**config.mk**
```make
export PLATFORM = sky130hd
export DESIGN_NAME = fw_head_detect
export DESIGN_NICKNAME = d
export VERILOG_FILES = /design/src/rtl/fw_pkg.sv /design/src/rtl/fw_byte_capture.sv /design/src/rtl/fw_byte_classify.sv /design/src/rtl/fw_match_fsm.sv /design/src/rtl/fw_head_detect.sv
export SDC_FILE = /design/constraint.sdc
export NUM_CORES = 1
export LEC_CHECK = 0
export ABC_CLOCK_PERIOD_IN_PS = 2000
export CAP_MARGIN = 15
export CORE_MARGIN = 1
export CORE_UTILIZATION = 25
export CTS_BUF_LIST = sky130_fd_sc_hd__clkbuf_4
export CTS_CLUSTER_DIAMETER = 120
export CTS_CLUSTER_SIZE = 28
export DETAILED_ROUTE_END_ITERATION = 6
export PLACE_DENSITY_LB_ADDON = 0.3
export SLEW_MARGIN = 20
export SYNTH_ARGS = -nofsm -noshare
export SYNTH_HDL_FRONTEND = slang
export SYNTH_SLANG_ARGS = --single-unit
```
**constraint.sdc**
```tcl
create_clock -name clk -period 2 [get_ports clk]
set_input_delay 0.5 -clock clk [delete_from_list [all_inputs] [get_ports clk]]
set_output_delay 0.5 -clock clk [all_outputs]
set_load 0.02 [all_outputs]
```
**src/rtl/fw_pkg.sv**
```systemverilog
package fw_pkg;
   typedef enum logic [1:0] {
      CLS_NONE = 2'd0,
      CLS_LEAD = 2'd1,
      CLS_TAIL = 2'd2
   } fw_cls_e;
endpackage

```
**src/rtl/fw_byte_capture.sv**
```systemverilog
// Input capture stage: falling-edge (default) or rising-edge register.
module fw_byte_capture #(
   parameter int DATA_W         = 8,
   parameter bit SAMPLE_NEGEDGE = 1'b1
) (
   input  logic              clk,
   input  logic              rst,
   input  logic [DATA_W-1:0] data_i,
   input  logic              valid_i,
   output logic [DATA_W-1:0] data_o,
   output logic              valid_o
);
   logic [DATA_W-1:0] data_q;
   logic              valid_q;

   generate
      if (SAMPLE_NEGEDGE) begin : g_neg
         always_ff @(negedge clk or posedge rst) begin
            if (rst) begin
               data_q  <= '0;
               valid_q <= 1'b0;
            end else begin
               data_q  <= data_i;
               valid_q <= valid_i;
            end
         end
      end else begin : g_pos
         always_ff @(posedge clk or posedge rst) begin
            if (rst) begin
               data_q  <= '0;
               valid_q <= 1'b0;
            end else begin
               data_q  <= data_i;
               valid_q <= valid_i;
            end
         end
      end
   endgenerate

   assign data_o  = data_q;
   assign valid_o = valid_q;
endmodule

```
**src/rtl/fw_byte_classify.sv**
```systemverilog
// Maps a captured byte onto the framing classes.
module fw_byte_classify #(
   parameter int              DATA_W    = 8,
   parameter logic [DATA_W-1:0] LEAD_VAL = 8'hF6,
   parameter logic [DATA_W-1:0] TAIL_VAL = 8'h28
) (
   input  logic [DATA_W-1:0] data_i,
   output fw_pkg::fw_cls_e   cls_o
);
   always_comb begin
      if (data_i == LEAD_VAL)      cls_o = fw_pkg::CLS_LEAD;
      else if (data_i == TAIL_VAL) cls_o = fw_pkg::CLS_TAIL;
      else                         cls_o = fw_pkg::CLS_NONE;
   end
endmodule

```
**src/rtl/fw_match_fsm.sv**
```systemverilog
// Strict sequential matcher: state k means k framing bytes matched.
module fw_match_fsm #(
   parameter int LEAD_RUN = 3,
   parameter int TAIL_RUN = 3,
   localparam int LAST_IDX = LEAD_RUN + TAIL_RUN,
   localparam int SW       = $clog2(LAST_IDX + 1)
) (
   input  logic            clk,
   input  logic            rst,
   input  logic            valid_i,
   input  fw_pkg::fw_cls_e cls_i,
   output logic            head_o,
   output logic [SW-1:0]   state_o
);
   localparam logic [SW-1:0] ST_IDLE  = '0;
   localparam logic [SW-1:0] ST_FINAL = SW'(LAST_IDX);
   localparam logic [SW-1:0] LEAD_END = SW'(LEAD_RUN);

   logic [SW-1:0]   state_q, state_n;
   logic            head_q;
   fw_pkg::fw_cls_e want;

   assign want = (state_q < LEAD_END) ? fw_pkg::CLS_LEAD : fw_pkg::CLS_TAIL;

   always_comb begin
      state_n = state_q;
      if (state_q == ST_FINAL) begin
         state_n = ST_IDLE;
      end else if (valid_i) begin
         if (cls_i == want) state_n = state_q + 1'b1;
         else               state_n = ST_IDLE;
      end
   end

   always_ff @(posedge clk or posedge rst) begin
      if (rst) begin
         state_q <= ST_IDLE;
         head_q  <= 1'b0;
      end else begin
         state_q <= state_n;
         head_q  <= (state_n == ST_FINAL);
      end
   end

   assign head_o  = head_q;
   assign state_o = state_q;
endmodule

```
**src/rtl/fw_head_detect.sv**
```systemverilog
module fw_head_detect #(
   parameter int                DATA_W         = 8,
   parameter logic [DATA_W-1:0] LEAD_VAL       = 8'hF6,
   parameter logic [DATA_W-1:0] TAIL_VAL       = 8'h28,
   parameter int                LEAD_RUN       = 3,
   parameter int                TAIL_RUN       = 3,
   parameter bit                SAMPLE_NEGEDGE = 1'b1,
   localparam int               SW             = $clog2(LEAD_RUN + TAIL_RUN + 1)
) (
   input  logic              clk,
   input  logic              rst,
   input  logic [DATA_W-1:0] rx_byte,
   input  logic              rx_valid,
   output logic              head_o
);
   generate
      if (LEAD_RUN < 1 || TAIL_RUN < 1) begin : g_bad_run
         $error("fw_head_detect: each run length must be at least one");
      end
      if (LEAD_VAL == TAIL_VAL) begin : g_bad_val
         $error("fw_head_detect: the two framing values must differ");
      end
   endgenerate

   logic [DATA_W-1:0] cap_byte;
   logic              cap_valid;
   fw_pkg::fw_cls_e   cap_cls;
   logic [SW-1:0]     fsm_state;

   fw_byte_capture #(
      .DATA_W(DATA_W), .SAMPLE_NEGEDGE(SAMPLE_NEGEDGE)
   ) cap_i (
      .clk(clk), .rst(rst), .data_i(rx_byte), .valid_i(rx_valid),
      .data_o(cap_byte), .valid_o(cap_valid)
   );

   fw_byte_classify #(
      .DATA_W(DATA_W), .LEAD_VAL(LEAD_VAL), .TAIL_VAL(TAIL_VAL)
   ) cls_i (
      .data_i(cap_byte), .cls_o(cap_cls)
   );

   fw_match_fsm #(
      .LEAD_RUN(LEAD_RUN), .TAIL_RUN(TAIL_RUN)
   ) fsm_i (
      .clk(clk), .rst(rst), .valid_i(cap_valid), .cls_i(cap_cls),
      .head_o(head_o), .state_o(fsm_state)
   );
endmodule

```
# Word-level counts from Yosys, hierarchy flattened
# Cells that the tools add are included.
# totals
regBits	13
wordCells	17
# op_classes
add_sub_neg	1
order_cmp	1
n_eq_ne	5
muxes	6
# op_table
cell	count
$mux 3	3
$eq 8x6->1 const B	1
$eq 8x8->1 const B	1
$eq 3x3->1 const B	2
$mux 2	3
$add 3x1->3 const B	1
$lt 3x2->1 const B	1
$eq 2x2->1	1

# Logic depth before layout (Yosys ltp)
# Gate-level depths: netlist of the first run.
# logic_depth
depth_word	8
ltp_mapped	5

# Modules after synthesis
# Synthesis of the first run repeated with hierarchy kept, for this count alone.
# unflattened
cells_unflattened	41
area_unflattened_um2	530.5
# by_module_without_submodules
module	instances	cells_per_inst	area_per_inst_um2	seq_area_each_um2
fw_match_fsm	1	26	261.5	100.1
fw_byte_capture	1	10	229.0	225.2
fw_byte_classify	1	5	40.0	0.0

==> impl_metrics.yaml, run 1 <==
critical_path:
  criticalPathCategory: "reg -> reg"
  reg2reg_to: "fsm_i.state_o[1]"
  rrSetupSlack_ns: -0.81
  rr_startpoint: "cap_i.data_o[4]"
  cp.required_ns: 2.21
  start_kind: "flop"
  crit_path_end_kind: "flop"
  cp.arrival_ns: 3.02
  cp_max_fo: 4
  r2r_cells: 4
clock_network:
  cts_buffer_depth: 2
  htree_num_levels: 1
  cts_buffers: 3
  cts_sinks: 13
  cts_tree: "built"
  path_clk_slew_ns: 0.08
  insertion_delay_ns: 0.28
  root_buffer: "clkbuf_4"
routing:
  wl_met2_um: 529
  wl_met1_um: 385
  antenna_left: 0
  highest_layer: "met4"
  drt_iter0_markers: 2
  viasPerCell: 4.558
  drc: 0
  wl_per_cell_um: 10.68
  vias: 433
  wirelength_um: 1015
  drtPass1Iterations: 3
  route.met3.wl_um: 70
synth:
  synthesis.nets: 61
  ys_ff_latch: 13
  synth.yosys.warnings: 0
  avgSynthCellArea_um2: 12.02
  synth.distinct_cells: 24
  syn_inst: 48
  ys_seq_area_share_pct: 56.40
  syn_area_um2: 576.8
run_status:
  failed_checks: "negative setup slack"
  status: "complete, but fails checks"
hold_path:
  min_path_type: "in -> async"
power:
  clkPwrFrac_pct: 32.1
  seqPwrFrac_pct: 55.9
  power.internal_uw: 387.8
  power.density_mw_per_mm2: 633.4
  switching_share_pct: 24.36
  power.switching_uw: 124.9
  p_leak_uw: 0.0003339
  combPwrFrac_pct: 12.0
  p_total_uw: 512.8
  ir_drop_v: 0.0003289
global_route:
  grt_overflow_total: 0
  grt_max_degree: 14
  grt_use_total_pct: 10.88
  grt_pass1_vias: 482
  grt_pass1_wl_um: 1945
  antenna_found_initial: 0
cells_and_area:
  final_cell_mix: "clkdlybuf4s50_1, dfrtn_1, dfrtp_1"
  antennaDiodeCount: 0
  areaGrowthSynthToFinish_pct: 40.35
  regArea_um2: 325.3
  fillCellCount: 220
  post-route-util_pct: 36.95
  multiInputGateArea_um2: 246.5
  layout_commonest_cell: "clkdlybuf4s50_1"
  layout-drive-gt1-share_pct: 25.37
  num-nets-final: 81
timing:
  slew_headroom_pct: 81.21
  grt_setup_unrepaired: "yes"
  setup_viol: 4
  hold_viol: 0
  tightestPinTransition_ns: 0.2783
  slew_viol_final: 0
  layout_setup_ws_ns: -0.8109
  clock_skew_ns: 0.003520
die:
  dieWidth_um: 50.04
  start_util_pct: 26.33
  num_io_pins: 12
  core.rowCount: 17
  die_area_mm2: 0.002504
  fp.dieH_um: 50.04
  coreArea_mm2: 0.002191
placed_design:
  gp_congestion: 0.8316
  port_buffers: 11
  dp_hpwl_um: 705.9
flow_run:
  max_cap_violations: 0
[power by group through the flow]
stage,sequential [uW],combinational (uW),clock (uW)
floorplan,289,24.2,0
global placement,292,56.2,0
detailed placement,292,56.6,0
CTS,287,59.9,174
global route,290,69.2,186
finish,287,61.5,164
[registers in the layout (all words and copies together) (netlist names)]
signal and count:
cap_i.data_o 8, cap_i.valid_o 1, fsm_i.head_o 1, fsm_i.state_o 3
[synthesized netlist by cell type]
master     number  area share [%]
nor4_1          1             1.1
nand2b_1        2             2.2
ha_1            2             4.3
buf_6           1             2.0
o41ai_1         1             1.5
dfrtp_1         4              17
and4_2          1             1.7
dfrtn_1         9              39
and3_1          1             1.1
a31oi_1         2             2.2
nand2b_4        1             2.4
nor3_1          1            0.87
nand4b_1        1             1.5
nor2b_1         2             2.2
a211oi_1        4             5.2
a21oi_1         2             1.7
inv_1           3             2.0
nor2_1          3             2.0
o22ai_1         1             1.1
or3b_1          1             1.5
a2bb2oi_1       1             1.5
or3_1           1             1.1
nand2_1         1            0.65
or4_4           2             3.9
[kinds of logic after synthesis]
family | Yosys count | synth area share, %
buf+inv | 4 | 3.904
fa+ha+maj | 2 | 4.338
simple gates | 18 | 22.13
compound gates | 11 | 13.23
flops | 13 | 56.40
[critical path: stages (launching register included)]
cell and delay [ns]:
dfrtn_1 0.34, or4_4 0.53, or4_4 0.47, a211oi_2 0.23, a2bb2oi_1 0.17
[how the worst max path moves through the flow]
stage          cells past startpoint             from                to
6_report                           4  cap_i.data_o[4]  fsm_i.state_o[1]
5_1_grt                            4  cap_i.data_o[4]  fsm_i.state_o[1]
4_1_cts                            4  cap_i.data_o[4]  fsm_i.state_o[1]
3_5_place_dp                       4  cap_i.data_o[4]      fsm_i.head_o
3_3_place_gp                       4  cap_i.data_o[4]      fsm_i.head_o
2_1_floorplan                      4  cap_i.data_o[4]      fsm_i.head_o
[metal layers]
metal	up-vias	GRT usage, %
met3	5	5.556
met2	15	18.00
met5	-	0
met1	197	11.01
li1	216	-
met4	0	5.714
[cell type report]
| type | instances | area share (%) |
|---|---|---|
| Clock buffer | 3 | 2.782 |
| Clock inverter | 1 | 0.6182 |
| Inverter | 3 | 1.391 |
| Multi-Input combinational cell | 31 | 30.45 |
| Sequential cell | 13 | 40.19 |
| Tap cell | 28 | 4.328 |
| Timing Repair Buffer | 16 | 20.25 |
[what timing repair did]
action / CTS / global route
hold endpoints to repair: 0 / 0
pin swaps: 2 / 2
hold buffers: 0 / 0
endpoints found under the setup margin: 4 / 4
buffers inserted: 1 / 1
gates resized for setup: 4 / 1
[through the flow]
stage               setup TNS [ns]  hold slack, ns  instances  area (um2)  setup slack [ns]
floorplan                   -2.303          0.3768         48       576.8           -0.7231
global placement            -3.020          0.6331         89       745.7           -0.7611
finish                      -2.888          0.5078         95       809.5           -0.8109
CTS                         -2.748          0.4990         94       798.3           -0.7850
detailed placement          -3.082          0.6335         89       745.7           -0.7747
global route                -3.207          0.5324         95       809.5           -0.8748
No activity file was read; power rests on OpenSTA's default activity.
==> run 2, diff against run 1 <==
- ABC_CLOCK_PERIOD_IN_PS: 2000 -> 2700
- clock period: 2 -> 2.7 ns (I/O delays scaled with it)
==> run 2 against run 1 <==
  * The run still ends with negative setup slack left
  * First-iteration DRC count is the same
  * Clock skew barely moved
  * Register-to-register slack better by 0.38 ns
  * Sequential power is 26% lower
  * Utilization is 2.0 points lower
  * Hold slack better by 0.15 ns
  * Sequential share of layout area up 2.3 points
  * Largest power group unchanged
  * Clock power shrank 26%
  * Critical path depth unchanged
  * Largest cell class unchanged
==> impl_metrics.yaml, run 2 (synthesized netlist as in run 1, its figures left out) <==
global_route:
  grt_use_total_pct: 9.518
  grt_pass1_wl_um: 1718
  grt_max_degree: 11
  grt_overflow_total: 0
  grt_pass1_vias: 419
  antenna_found_initial: 0
placed_design:
  port_buffers: 11
  dpl-instance-area_um2: 733.2
  dp_hpwl_um: 758.5
  place_inst: 89
  gp_congestion: 0.7993
  place_ws_ns: -0.4160
clock_network:
  cts_sinks: 13
  root_buffer: "clkbuf_4"
  htree_num_levels: 1
  cts_buffer_depth: 2
  cts_tree: "built"
  insertion_delay_ns: 0.28
  cts_buffers: 3
  path_clk_slew_ns: 0.08
critical_path:
  crit_path_end_kind: "flop"
  start_kind: "flop"
  cp.arrival_ns: 3.33
  cp_max_fo: 4
  cp.required_ns: 2.90
  criticalPathCategory: "reg -> reg"
  critical-path-max-stage-delay_ns: 0.53
  cp_cell_sequence: "or4_4 -> or4_4 -> and3_1 -> a211oi_1"
  crit_top_cell: "or4_4"
  slowest_stage: "or4_4"
routing:
  wirelength_um: 938
  drc: 0
  wl_per_cell_um: 10.09
  drtPass1Iterations: 3
  antenna_left: 0
  vias: 416
  viasPerCell: 4.473
  drt_iter0_markers: 2
die:
  num_io_pins: 12
  core.rowCount: 17
  fp.dieH_um: 50.04
  dieWidth_um: 50.04
  die_area_mm2: 0.002504
  start_util_pct: 26.33
  coreArea_mm2: 0.002191
cells_and_area:
  final_cell_area_um2: 765.7
  fillCellCount: 228
  final_cell_mix: "clkdlybuf4s50_1, dfrtn_1, dfrtp_1"
  multiInputGateArea_um2: 234.0
  stdcell_count: 93
  areaGrowthSynthToFinish_pct: 32.75
  num-nets-final: 79
  layout_commonest_cell: "clkdlybuf4s50_1"
  antennaDiodeCount: 0
  regArea_um2: 325.3
  largest_register_ff_count: 8
  layout-drive-gt1-share_pct: 18.46
run_status:
  failed_checks: "negative setup slack"
  status: "complete, but fails checks"
timing:
  clock_skew_ns: 0.003369
  slew_viol_final: 0
  setup_viol: 3
  layout_setup_ws_ns: -0.4335
  slew_headroom_pct: 77.46
  hold_viol: 0
  tightestPinTransition_ns: 0.3377
  grt_setup_unrepaired: "yes"
power:
  ir_drop_v: 0.0002920
  power.density_mw_per_mm2: 486.4
  p_leak_uw: 0.0003185
flow_run:
  max_cap_violations: 0
hold_path:
  min_path_type: "reg -> reg"
==> run 2: changes by cell type in the layout (fill, tap and decap cells not counted), sizes merged <==
cell / before / now
buf: 5 / 3
==> run 2: metrics by stage <==
stage               TNS (ns)  util [%]  hold slack [ns]  power (uW)
floorplan             -1.032         -           0.5351       232.4
global placement      -1.138     33.47           0.6317       255.0
detailed placement    -1.164     33.47           0.6293       255.9
CTS                   -1.257     34.72           0.6414       380.8
global route          -1.523     34.95           0.6985       396.9
finish                -1.265     34.95           0.6619       372.5
==> run 2: power by group <==
part	internal, uW	switching (uW)
sequential	205	6.49
clock	55.0	66.2
combinational	23.2	16.5
total	283	89.2
==> run 2: path summary, 6_finish.rpt <==
| check | startpoint | endpoint | slack (ns) | cells after the start |
|---|---|---|---|---|
| setup / recovery | cap_i.data_o[4] | fsm_i.head_o | -0.43 | 4 |
| hold / removal | fsm_i.state_o[2] | fsm_i.state_o[1] | 0.66 | 1 |
| setup reg to reg | cap_i.data_o[4] | fsm_i.head_o | -0.43 | 4 |
| hold reg to reg | fsm_i.state_o[2] | fsm_i.state_o[1] | 0.66 | 1 |
| max in group asynchronous | rst | cap_i.data_o[3] | 0.54 | 2 |
| min in group asynchronous | rst | fsm_i.state_o[0] | 0.92 | 3 |
==> run 2: cell type report <==
| cell class | instances | area share [%] |
|---|---|---|
| Sequential cell | 13 | 42.48 |
| Multi-Input combinational cell | 31 | 30.56 |
| Timing Repair Buffer | 14 | 17.32 |
| Tap cell | 28 | 4.575 |
| Clock buffer | 3 | 2.941 |
| Inverter | 3 | 1.471 |
| Clock inverter | 1 | 0.6536 |
==> run 2: what timing repair did <==
action                                  CTS  global route
gates resized for setup                   0             1
pin swaps                                 0             0
buffers inserted                          0             0
hold buffers                              0             0
endpoints found under the setup margin    3             4
==> run 2: layer usage <==
layer  global-route usage (%)  up-vias  routed length, um  share of wire (%)
met2                    16.22       12                480                 51
met4                    1.429        0                  0                  0
li1                         -      213                  -                  -
met3                    6.481        0                 71                7.6
met1                    9.641      191                386                 41
met5                        0        -                  0                  0
==> run 2: worst max-delay path: cells and delay by family, from the launching register on <==
| family | cells | cell delay, ns |
|---|---|---|
| compound gates | 1 | 0.19 |
| simple gates | 3 | 1.18 |
| flops | 1 | 0.33 |
==> run 3, diff against run 2 <==
- HOLD_SLACK_MARGIN: default -> 0.08
==> results of run 3 <==
The final DEF is identical to that of run 2; final timing and power are the same.
